## src/rtl/npc_pkg.sv

```systemverilog
package npc_pkg;
  localparam int OP_W   = 4;
  localparam int ADDR_W = 32;

  localparam logic [OP_W-1:0] OP_JUMP = 4'h7;
  localparam logic [OP_W-1:0] OP_CALL = 4'h8;
  localparam logic [OP_W-1:0] OP_RET  = 4'h9;

  typedef enum logic [1:0] {
    SRC_PRED   = 2'd0,
    SRC_RETURN = 2'd1,
    SRC_FALL   = 2'd2
  } pc_src_e;

  // True when the guess should follow the destination constant
  function automatic logic guess_taken(input logic [OP_W-1:0] op);
    return (op == OP_JUMP) || (op == OP_CALL);
  endfunction

  function automatic logic jump_missed(input logic [OP_W-1:0] op, input logic taken);
    return (op == OP_JUMP) && !taken;
  endfunction

  function automatic logic is_return(input logic [OP_W-1:0] op);
    return op == OP_RET;
  endfunction

  // Priority: missed jump, then return, then stored guess
  function automatic pc_src_e pick_source(input logic missed, input logic ret);
    if (missed) return SRC_FALL;
    else if (ret) return SRC_RETURN;
    else return SRC_PRED;
  endfunction
endpackage

```

## src/rtl/npc_guess.sv

```systemverilog
module npc_guess
  import npc_pkg::*;
#(
  parameter int AW = 32,
  parameter int OW = 4
) (
  input  logic [OW-1:0] op,
  input  logic [AW-1:0] const_field,
  input  logic [AW-1:0] inc_pc,
  output logic          take_const,
  output logic [AW-1:0] guess
);
  always_comb begin
    take_const = guess_taken(op);
    guess      = take_const ? const_field : inc_pc;
  end
endmodule

```

## src/rtl/npc_hold_reg.sv

```systemverilog
module npc_hold_reg #(
  parameter int          AW        = 32,
  parameter logic [31:0] RESET_VEC = 32'h0
) (
  input  logic          clk,
  input  logic          rst_n,
  input  logic          hold,
  input  logic [AW-1:0] d,
  output logic [AW-1:0] q
);
  localparam logic [AW-1:0] RV = AW'(RESET_VEC);

  always_ff @(posedge clk or negedge rst_n) begin
    if (!rst_n)     q <= RV;
    else if (!hold) q <= d;
  end
endmodule

```

## src/rtl/npc_select.sv

```systemverilog
module npc_select
  import npc_pkg::*;
#(
  parameter int AW = 32,
  parameter int OW = 4
) (
  input  logic [OW-1:0] m_op,
  input  logic          m_taken,
  input  logic [AW-1:0] m_fall,
  input  logic [OW-1:0] w_op,
  input  logic [AW-1:0] w_mem,
  input  logic [AW-1:0] pred,
  output logic          missed_evt,
  output logic          ret_evt,
  output pc_src_e       src,
  output logic [AW-1:0] pc
);
  always_comb begin
    missed_evt = jump_missed(m_op, m_taken);
    ret_evt    = is_return(w_op);
    src        = pick_source(missed_evt, ret_evt);
    unique case (src)
      SRC_FALL:   pc = m_fall;
      SRC_RETURN: pc = w_mem;
      default:    pc = pred;
    endcase
  end
endmodule

```

## src/rtl/npc_unit.sv

```systemverilog
module npc_unit
  import npc_pkg::*;
#(
  parameter int          AW        = 32,
  parameter int          OW        = 4,
  parameter logic [31:0] RESET_VEC = 32'h0
) (
  input  logic          clk,
  input  logic          rst_n,
  input  logic          stall,
  input  logic [OW-1:0] f_op,
  input  logic [AW-1:0] f_const,
  input  logic [AW-1:0] f_inc,
  input  logic [OW-1:0] m_op,
  input  logic          m_taken,
  input  logic [AW-1:0] m_fall,
  input  logic [OW-1:0] w_op,
  input  logic [AW-1:0] w_mem,
  output logic [AW-1:0] fetch_pc,
  output logic [AW-1:0] pred_pc
);
  logic          take_const;
  logic [AW-1:0] next_guess;
  logic          missed_evt;
  logic          ret_evt;
  pc_src_e       src;

  npc_guess #(.AW(AW), .OW(OW)) guess_i (
    .op(f_op), .const_field(f_const), .inc_pc(f_inc),
    .take_const(take_const), .guess(next_guess)
  );

  npc_hold_reg #(.AW(AW), .RESET_VEC(RESET_VEC)) preg_i (
    .clk(clk), .rst_n(rst_n), .hold(stall), .d(next_guess), .q(pred_pc)
  );

  npc_select #(.AW(AW), .OW(OW)) sel_i (
    .m_op(m_op), .m_taken(m_taken), .m_fall(m_fall),
    .w_op(w_op), .w_mem(w_mem), .pred(pred_pc),
    .missed_evt(missed_evt), .ret_evt(ret_evt), .src(src), .pc(fetch_pc)
  );
endmodule

```

## config.mk

```make
export PLATFORM = sky130hd
export DESIGN_NAME = npc_unit
export DESIGN_NICKNAME = d
export VERILOG_FILES = /design/src/rtl/npc_pkg.sv /design/src/rtl/npc_guess.sv /design/src/rtl/npc_hold_reg.sv /design/src/rtl/npc_select.sv /design/src/rtl/npc_unit.sv
export SDC_FILE = /design/constraint.sdc
export NUM_CORES = 1
export LEC_CHECK = 0
export BUFFER_PORTS_ARGS = -buffer_cell sky130_fd_sc_hd__buf_4
export CAP_MARGIN = 20
export CORE_MARGIN = 4
export CORE_UTILIZATION = 40
export DETAILED_ROUTE_END_ITERATION = 12
export HOLD_SLACK_MARGIN = 0.02
export PLACE_DENSITY = 0.9
export SYNTH_ARGS = -nofsm -noshare
export SYNTH_HDL_FRONTEND = slang
export SYNTH_SLANG_ARGS = --single-unit
```

## constraint.sdc

```tcl
create_clock -name clk -period 2.6 [get_ports clk]
set_clock_uncertainty 0.15 [all_clocks]
set_input_delay 0.52 -clock clk [delete_from_list [all_inputs] [get_ports clk]]
set_output_delay 0.52 -clock clk [all_outputs]
set_load 0.05 [all_outputs]
```

==> impl_metrics.yaml, run 1 <==
timing:
  relSlewSlack_pct: 69.6
  max_freq_ghz: 0.372
  setup_tns_ps: -1520
  min_period_over_period_pct: 103
  tightestPinTransition_ps: 456
  hold_viol: 0
  period_minus_slack_ps: 2690
  setup_viol: 32
  rsz0062_at_grt: "yes"
  slew_violations: 0
  setup_slack_ps: -85.5
route:
  vias: 3008
  wirelength_um: 11600
  viasPerCell: 5.66
  drc_errors: 0
  dr.pass1.iters: 4
  final_antenna_net_count: 0
  drtIter0Drc: 91
  routedWlPerCell_um: 21.8
synthesis:
  syn_avg_cell_area_um2: 10.1
  synthFlopType: "dfrtp_1"
  synth_edf_count: 0
  yosys_register_bits: 32
  synthTopCellsByCount: "mux2_2 (59), nand4b_1 (33), dfrtp_1 (32), inv_1 (32), nand2_1 (32)"
  async_flop_share_pct: 100
  ys_warn_count: 0
  synth.most_common_cell: "mux2_2"
  synth_top_area_share_pct: 30.9
  synth_top_area_cell: "dfrtp_1"
  netlist_instances: 257
  synth_cell_types: 17
  synth.area.top_cells: "dfrtp_1 (31%), mux2_2 (26%), nand4b_1 (11%), o311ai_2 (7.5%), o311ai_1 (6.1%)"
  synthesis.area_um2: 2590
  yosysSeqAreaShare_pct: 30.9
  synth_fp_nets: 401
layout:
  layoutNonFillerInstCount: 531
  max_flop_register: "preg_i.q"
  fill_cells: 408
  area_growth_pct: 85.7
  n_antenna_cell: 0
  nets: 597
  largest_reg_flops: 32
  stdcell_area_um2: 4810
  largestRegisters: "preg_i.q: 32 flops"
  drive_gt1_share_pct: 65.6
  fin_util_pct: 76.1
critical_path:
  r2r-start: "preg_i.q[31]"
  reg2reg_depth: 2
  worstPathCellList: "buf_6 > nor4bb_4 > buf_6 > buf_12 > mux2_2 > mux2_2 > buf_6"
  cp_slowest_stage_delay_ps: 330
  critPathTopFamily: "multiplexers"
  cp-end-kind: "output port"
  cp_num_buf_inv: 4
  crit_path_frequent_cell: "buf_6"
  r2r-end: "preg_i.q[31]"
  cp_data_arrival_time_ps: 2020
  critPathKind: "input pin to output port"
  r2r_setup_slack_ps: 1670
  cp-start-kind: "input pin"
  worst_path_max_delay_cell: "mux2_2"
  crit_required_ps: 1930
  crit_path_max_fanout: 8
clock_tree:
  path_clk_slew_ps: 70
  cts_buffer_depth: 2
  cts_made_buffers: 5
  htreeDepth: 2
  cts_root_buffer: "clkbuf_8"
  clkLatencyLatePin_ps: 280
  tritoncts: "yes"
  clkSinkCount: 32
global_route:
  overflow: 0
  grt_pass1_wl_um: 15400
  grtUsageTotal_pct: 25.5
  grt_pass1_vias: 3060
  antenna_found_initial: 0
  grt_max_degree: 58
floorplanning:
  die_x_um: 88.4
  ios: 208
  fp.dieH_um: 88.4
  core_area_um2: 6310
  dieArea_um2: 7820
  num_rows: 29
  initial_utilization_pct: 41.0
run_status:
  status: "finished with violations"
  violations: "setup timing"
hold_path:
  hold_path.class: "input pin to async pin"
power:
  power_density_nw_per_um2: 484
  p_total_mw: 2.33
  leakage_nw: 2.47
  peakVddDrop_mv: 0.286
placed_design:
  postPlaceCellArea_um2: 4200
  globalplace.congestion: 0.841
  hpwlAfterDp_um: 7210
  portBuffers: 207
  place_inst: 519
job:
  cap_violations: 0
==> worst register-to-register path, stage by stage (launching register included) <==
cell and delay, ps:
dfrtp_1 410, nand2_1 70, o311ai_0 150
==> per-layer routing <==
layer	global-route usage, %	wire [µm]
met2	47.0	6250
met5	0	0
met1	28.3	4090
met4	9.75	306
met3	5.96	939
==> cell type report <==
type	count	area (µm²)	share of cell area, %
repair buffers	216	1940	40.3
multi-input cells	166	1760	36.6
flip-flops and latches	32	801	16.7
inverters	32	120	2.50
well taps	77	96.3	2.00
clock buffers	8	90.1	1.87
==> worst max path at each step <==
stage | startpoint | cells after the start | to | slack (ps)
CTS | w_op[1] | 7 | fetch_pc[26] | -100
detailed placement | w_op[1] | 6 | fetch_pc[26] | -140
global placement | w_op[1] | 6 | fetch_pc[31] | -80
floorplan | w_op[1] | 5 | fetch_pc[11] | 30
global route | w_op[2] | 7 | fetch_pc[0] | -120
finish | w_op[2] | 7 | fetch_pc[19] | -90
==> per-stage QoR <==
step,hold WS [ps],setup slack (ps)
finish,21.3,-85.5
global route,45.5,-121
CTS,29.3,-99.6
detailed placement,342,-144
global placement,336,-84.4
floorplan,74.4,27.4
==> timing repair <==
action,in CTS,in global routing
resized for setup,53,68
pin swaps,0,1
buffers inserted,2,0
endpoints found under the setup margin,32,32
hold buffers,0,0
cloned,2,1
==> power breakdown <==
part	switching (mW)	internal (mW)	leakage, nW	total [mW]
registers	0.0542	0.554	0.391	0.609
logic	0.709	0.605	2.03	1.31
clock network	0.188	0.216	0.0455	0.404
==> logic make-up (layout without fill, tap and decap cells) <==
group | after synthesis | count (layout) | share of synthesized area [%]
buf+inv | 59 | 256 | 9.57
mux | 64 | 64 | 27.9
flops | 32 | 32 | 30.9
compound gates | 32 | 32 | 14.3
simple gates | 70 | 70 | 17.3
==> placed cells by master, fill, tap and decap left out, drive strengths merged <==
| cell | n |
|---|---|
| and2 | 1 |
| buf | 215 |
| clkbuf | 9 |
| dfrtp | 32 |
| inv | 32 |
| mux2 | 64 |
| nand2 | 32 |
| nand4 | 1 |
| nand4b | 33 |
| nor2 | 1 |
| nor4bb | 1 |
| o311ai | 32 |
| or4b | 1 |
Power figures use the tool's default switching activity.
==> inputs of run 2 (changes only) <==
- CORE_UTILIZATION: 40 -> 47
- PLACE_DENSITY: 0.9 -> 0.91
- SYNTH_HIERARCHICAL: not set -> 1
==> impl_metrics.yaml, run 2 <==
layout:
  largest_reg_flops: 32
  layoutNonFillerInstCount: 662
  largestRegisters: "preg_i/q: 32 flops"
  drive_gt1_share_pct: 60.5
  stdcell_area_um2: 5810
  max_flop_register: "preg_i/q"
  area_growth_pct: 46.4
  final_cell_mix: "buf_4 (180), mux2_4 (92)"
  n_antenna_cell: 0
  mostFrequentLayoutCell: "buf_4"
  fill_cells: 547
  nets: 701
critical_path:
  cp_slowest_stage_delay_ps: 350
  cp-start-kind: "input pin"
  r2r_setup_slack_ps: 1600
  r2r-end: "preg_i/q[0]"
  crit_path_max_fanout: 8
  r2r-start: "preg_i/q[0]"
  cp-end-kind: "output port"
  worst_path_max_delay_cell: "and4bb_4"
  cp-endpoint: "fetch_pc[15]"
  crit_required_ps: 1930
  worstPathCellList: "buf_6 > and4bb_4 > buf_12 > buf_16 > mux2_4 > mux2_4 > buf_6"
  critPathKind: "input pin to output port"
  setup.worst_path.start: "w_op[1]"
  cp_num_buf_inv: 4
  critPathTopFamily: "multiplexers"
  reg2reg_depth: 1
  cp_data_arrival_time_ps: 1990
  cp.depth: 7
power:
  leakage_nw: 2.88
  power_density_nw_per_um2: 486
  swShare_pct: 44.1
  p_total_mw: 2.82
  peakVddDrop_mv: 0.216
  power_frac_clock_pct: 12.8
  p_comb_share_pct: 63.7
  internal_power_mw: 1.58
  power.switching_mw: 1.25
  power_frac_seq_pct: 23.5
route:
  final_antenna_net_count: 0
  vias: 3916
  drc_errors: 0
  routedWlPerCell_um: 21.4
  wirelength_um: 14200
  dr.pass1.iters: 4
  drtIter0Drc: 122
  viasPerCell: 5.92
placed_design:
  globalplace.congestion: 0.876
  hpwlAfterDp_um: 10100
  place_inst: 650
  postPlaceCellArea_um2: 5440
  portBuffers: 207
global_route:
  grt_max_degree: 55
  antenna_found_initial: 0
  grt_pass1_vias: 3871
  grtUsageTotal_pct: 27.2
  grt_pass1_wl_um: 21400
  overflow: 0
synthesis:
  ys_warn_count: 6
  synth_fp_nets: 512
  syn_avg_cell_area_um2: 10.8
  netlist_instances: 368
  synthesis.area_um2: 3970
timing:
  tightestPinTransition_ps: 614
  setup_slack_ps: -60.3
  hold_viol: 0
  relSlewSlack_pct: 59.1
  max_freq_ghz: 0.376
  setup_viol: 31
  period_minus_slack_ps: 2660
  rsz0062_at_grt: "yes"
  slew_violations: 0
  min_period_over_period_pct: 102
  whs_ps: 401
  setup_tns_ps: -875
run_status:
  status: "finished with violations"
  violations: "setup timing"
clock_tree:
  cts_root_buffer: "clkbuf_8"
  tritoncts: "yes"
  cts_made_buffers: 5
  cts_buffer_depth: 2
  htreeDepth: 2
  clkLatencyLatePin_ps: 280
  path_clk_slew_ps: 60
  clkSinkCount: 32
job:
  cap_violations: 0
floorplanning:
  dieArea_um2: 9980
  die_x_um: 99.9
  ios: 208
  initial_utilization_pct: 48.3
  num_rows: 33
  fp.dieH_um: 99.9
  core_area_um2: 8220
hold_path:
  hold_path.class: "register to register"
[run 2: worst min-delay path by stage]
stage            startpoint           end  slack (ps)  depth (start not counted)
4_1_cts         preg_i/q[8]   preg_i/q[8]         400                          1
5_1_grt        preg_i/q[22]  preg_i/q[22]         420                          1
3_5_place_dp          rst_n  preg_i/q[11]         320                          1
3_3_place_gp          rst_n  preg_i/q[11]         310                          1
2_1_floorplan         rst_n   preg_i/q[0]          70                          0
6_report       preg_i/q[22]  preg_i/q[22]         400                          1
[run 2: repair_timing]
action                                  in CTS  in global routing
gates resized for setup                     47                  1
hold buffers                                 1                  0
hold endpoints to repair                     3                  0
setup buffers                                1                  0
pin swaps                                    1                  0
endpoints found under the setup margin      31                 32
gates cloned                                 3                  0
[run 2: metrics by stage]
stage                     worst slack, ps  utilization (%)
after global placement              -57.7             66.3
after detailed placement            -90.5             66.3
after global routing                -79.2             70.7
after CTS                           -42.5             70.7
final                               -60.3             70.7
after floorplan                       233                -
[run 2: routing by layer]
| metal | part of all wire, % | GRT usage, % | up-vias |
|---|---|---|---|
| li1 | - | - | 1783 |
| met1 | 38 | 32.7 | 1929 |
| met2 | 53 | 49.5 | 174 |
| met3 | 5.7 | 3.82 | 30 |
| met4 | 2.6 | 8.93 | 0 |
| met5 | 0 | 0 | - |
[run 2: cell type report]
class	count	area, µm²	share of cell area (%)
multi-input combinational	262	2710	46.7
tap	105	131	2.26
timing repair buffer	224	1970	33.9
clock inverter	1	5.00	0.0861
inverter	32	120	2.07
sequential	32	801	13.8
clock buffer	6	72.6	1.25
[run 2: power groups by stage]
stage | registers [mW] | logic (mW) | clock network [mW]
2_1_floorplan | 0.903 | 0.895 | 0
6_report | 0.663 | 1.80 | 0.361
3_5_place_dp | 0.666 | 1.68 | 0
5_1_grt | 0.670 | 1.86 | 0.389
4_1_cts | 0.658 | 1.78 | 0.355
3_3_place_gp | 0.664 | 1.63 | 0
==> inputs of run 3 (changes only) <==
- CORE_UTILIZATION: 47 -> 45
- PLACE_DENSITY: 0.91 -> not set
- PLACE_DENSITY_LB_ADDON: not set -> 0.3
==> impl_metrics.yaml, run 3 (synthesis gave the netlist of run 2 again) <==
critical_path:
  cp-end-kind: "output port"
  r2r-start: "preg_i/q[12]"
  crit_required_ps: 1930
  critPathTopFamily: "multiplexers"
  cp.depth: 7
  worstPathCellList: "buf_6 > and4bb_4 > buf_12 > buf_16 > mux2_4 > mux2_4 > buf_6"
  critPathKind: "input pin to output port"
  r2r_setup_slack_ps: 1640
  cp_data_arrival_time_ps: 1970
  worst_path_max_delay_cell: "and4bb_4"
  crit_path_max_fanout: 6
  cp-start-kind: "input pin"
  cp_num_buf_inv: 4
  reg2reg_depth: 1
  r2r-end: "preg_i/q[12]"
  cp_slowest_stage_delay_ps: 370
global_route:
  grt_pass1_vias: 3669
  grtUsageTotal_pct: 23.4
  grt_max_degree: 65
  overflow: 0
  antenna_found_initial: 0
  grt_pass1_wl_um: 19300
timing:
  tightestPinTransition_ps: 662
  slew_violations: 0
  setup_slack_ps: -41.4
  period_minus_slack_ps: 2640
  hold_viol: 0
  setup_tns_ps: -661
  relSlewSlack_pct: 55.8
  setup_viol: 25
  min_period_over_period_pct: 102
  rsz0062_at_grt: "yes"
  max_freq_ghz: 0.379
placed_design:
  portBuffers: 207
  hpwlAfterDp_um: 9550
  globalplace.congestion: 0.858
  place_inst: 650
  postPlaceCellArea_um2: 5430
route:
  viasPerCell: 5.64
  vias: 3744
  final_antenna_net_count: 0
  wirelength_um: 12800
  drc_errors: 0
  drtIter0Drc: 131
  dr.pass1.iters: 4
  routedWlPerCell_um: 19.3
job:
  cap_violations: 0
clock_tree:
  clkSinkCount: 32
  clkLatencyLatePin_ps: 280
  cts_buffer_depth: 2
  cts_root_buffer: "clkbuf_8"
  htreeDepth: 2
  cts_made_buffers: 5
  path_clk_slew_ps: 70
  tritoncts: "yes"
layout:
  final_cell_mix: "buf_4 (182), mux2_4 (92)"
  layoutNonFillerInstCount: 664
  mostFrequentLayoutCell: "buf_4"
  largestRegisters: "preg_i/q: 32 flops"
  area_growth_pct: 47.3
  n_antenna_cell: 0
  max_flop_register: "preg_i/q"
  nets: 702
  stdcell_area_um2: 5850
  largest_reg_flops: 32
  drive_gt1_share_pct: 60.8
power:
  power_density_nw_per_um2: 496
  peakVddDrop_mv: 0.267
  leakage_nw: 2.90
  p_total_mw: 2.90
hold_path:
  hold_path.class: "register to register"
  whs_path_depth: 1
  hold_start: "preg_i/q[25]"
  min_to: "preg_i/q[25]"
floorplanning:
  die_x_um: 102
  initial_utilization_pct: 47.4
  core_area_um2: 8380
  dieArea_um2: 10400
  num_rows: 33
  fp.dieH_um: 102
  ios: 208
run_status:
  status: "finished with violations"
  violations: "setup timing"
==> run 3: cell type report <==
type                    count  area [µm²]
clock inverters             3        46.3
flip-flops and latches     32         801
clock buffers               5        68.8
fillers                   634        2530
multi-input cells         262        2710
well taps                 105         131
inverters                  32         120
repair buffers            225        1970
==> run 3: what timing repair did <==
item,4_1_cts,5_1_grt
setup buffers,3,0
pin swaps,1,1
resized for setup,51,3
endpoints found under the hold margin,26,0
setup endpoints to repair,31,31
hold buffers,1,0
cloned,3,0
==> run 3: worst max path at each step <==
stage	slack [ps]	from	endpoint
after global routing	-70	w_op[2]	fetch_pc[2]
after global placement	-40	w_op[2]	fetch_pc[30]
after floorplan	230	w_op[2]	fetch_pc[0]
final	-40	w_op[2]	fetch_pc[15]
after CTS	-40	w_op[1]	fetch_pc[5]
after detailed placement	-60	w_op[1]	fetch_pc[27]
==> run 3: metal layers <==
metal	GRT usage, %	share of wire (%)	up-vias
met1	28.9	38	1784
li1	-	-	1793
met3	3.82	7.6	16
met4	7.47	1.8	0
met5	0	0	-
met2	41.5	53	151
==> run 3: per-stage QoR <==
stage	worst slack, ps	hold slack (ps)	utilization, %
6_report	-41.4	405	69.8
4_1_cts	-43.8	408	69.9
2_1_floorplan	233	74.4	-
3_3_place_gp	-43.0	320	64.8
3_5_place_dp	-61.2	319	64.8
5_1_grt	-70.7	427	69.8
==> run 3: power by group <==
group / total (mW) / switching, mW / internal [mW] / leakage (nW)
clock: 0.474 / 0.186 / 0.288 / 0.0548
sequential: 0.658 / 0.0840 / 0.574 / 0.383
combinational: 1.77 / 0.949 / 0.822 / 2.46
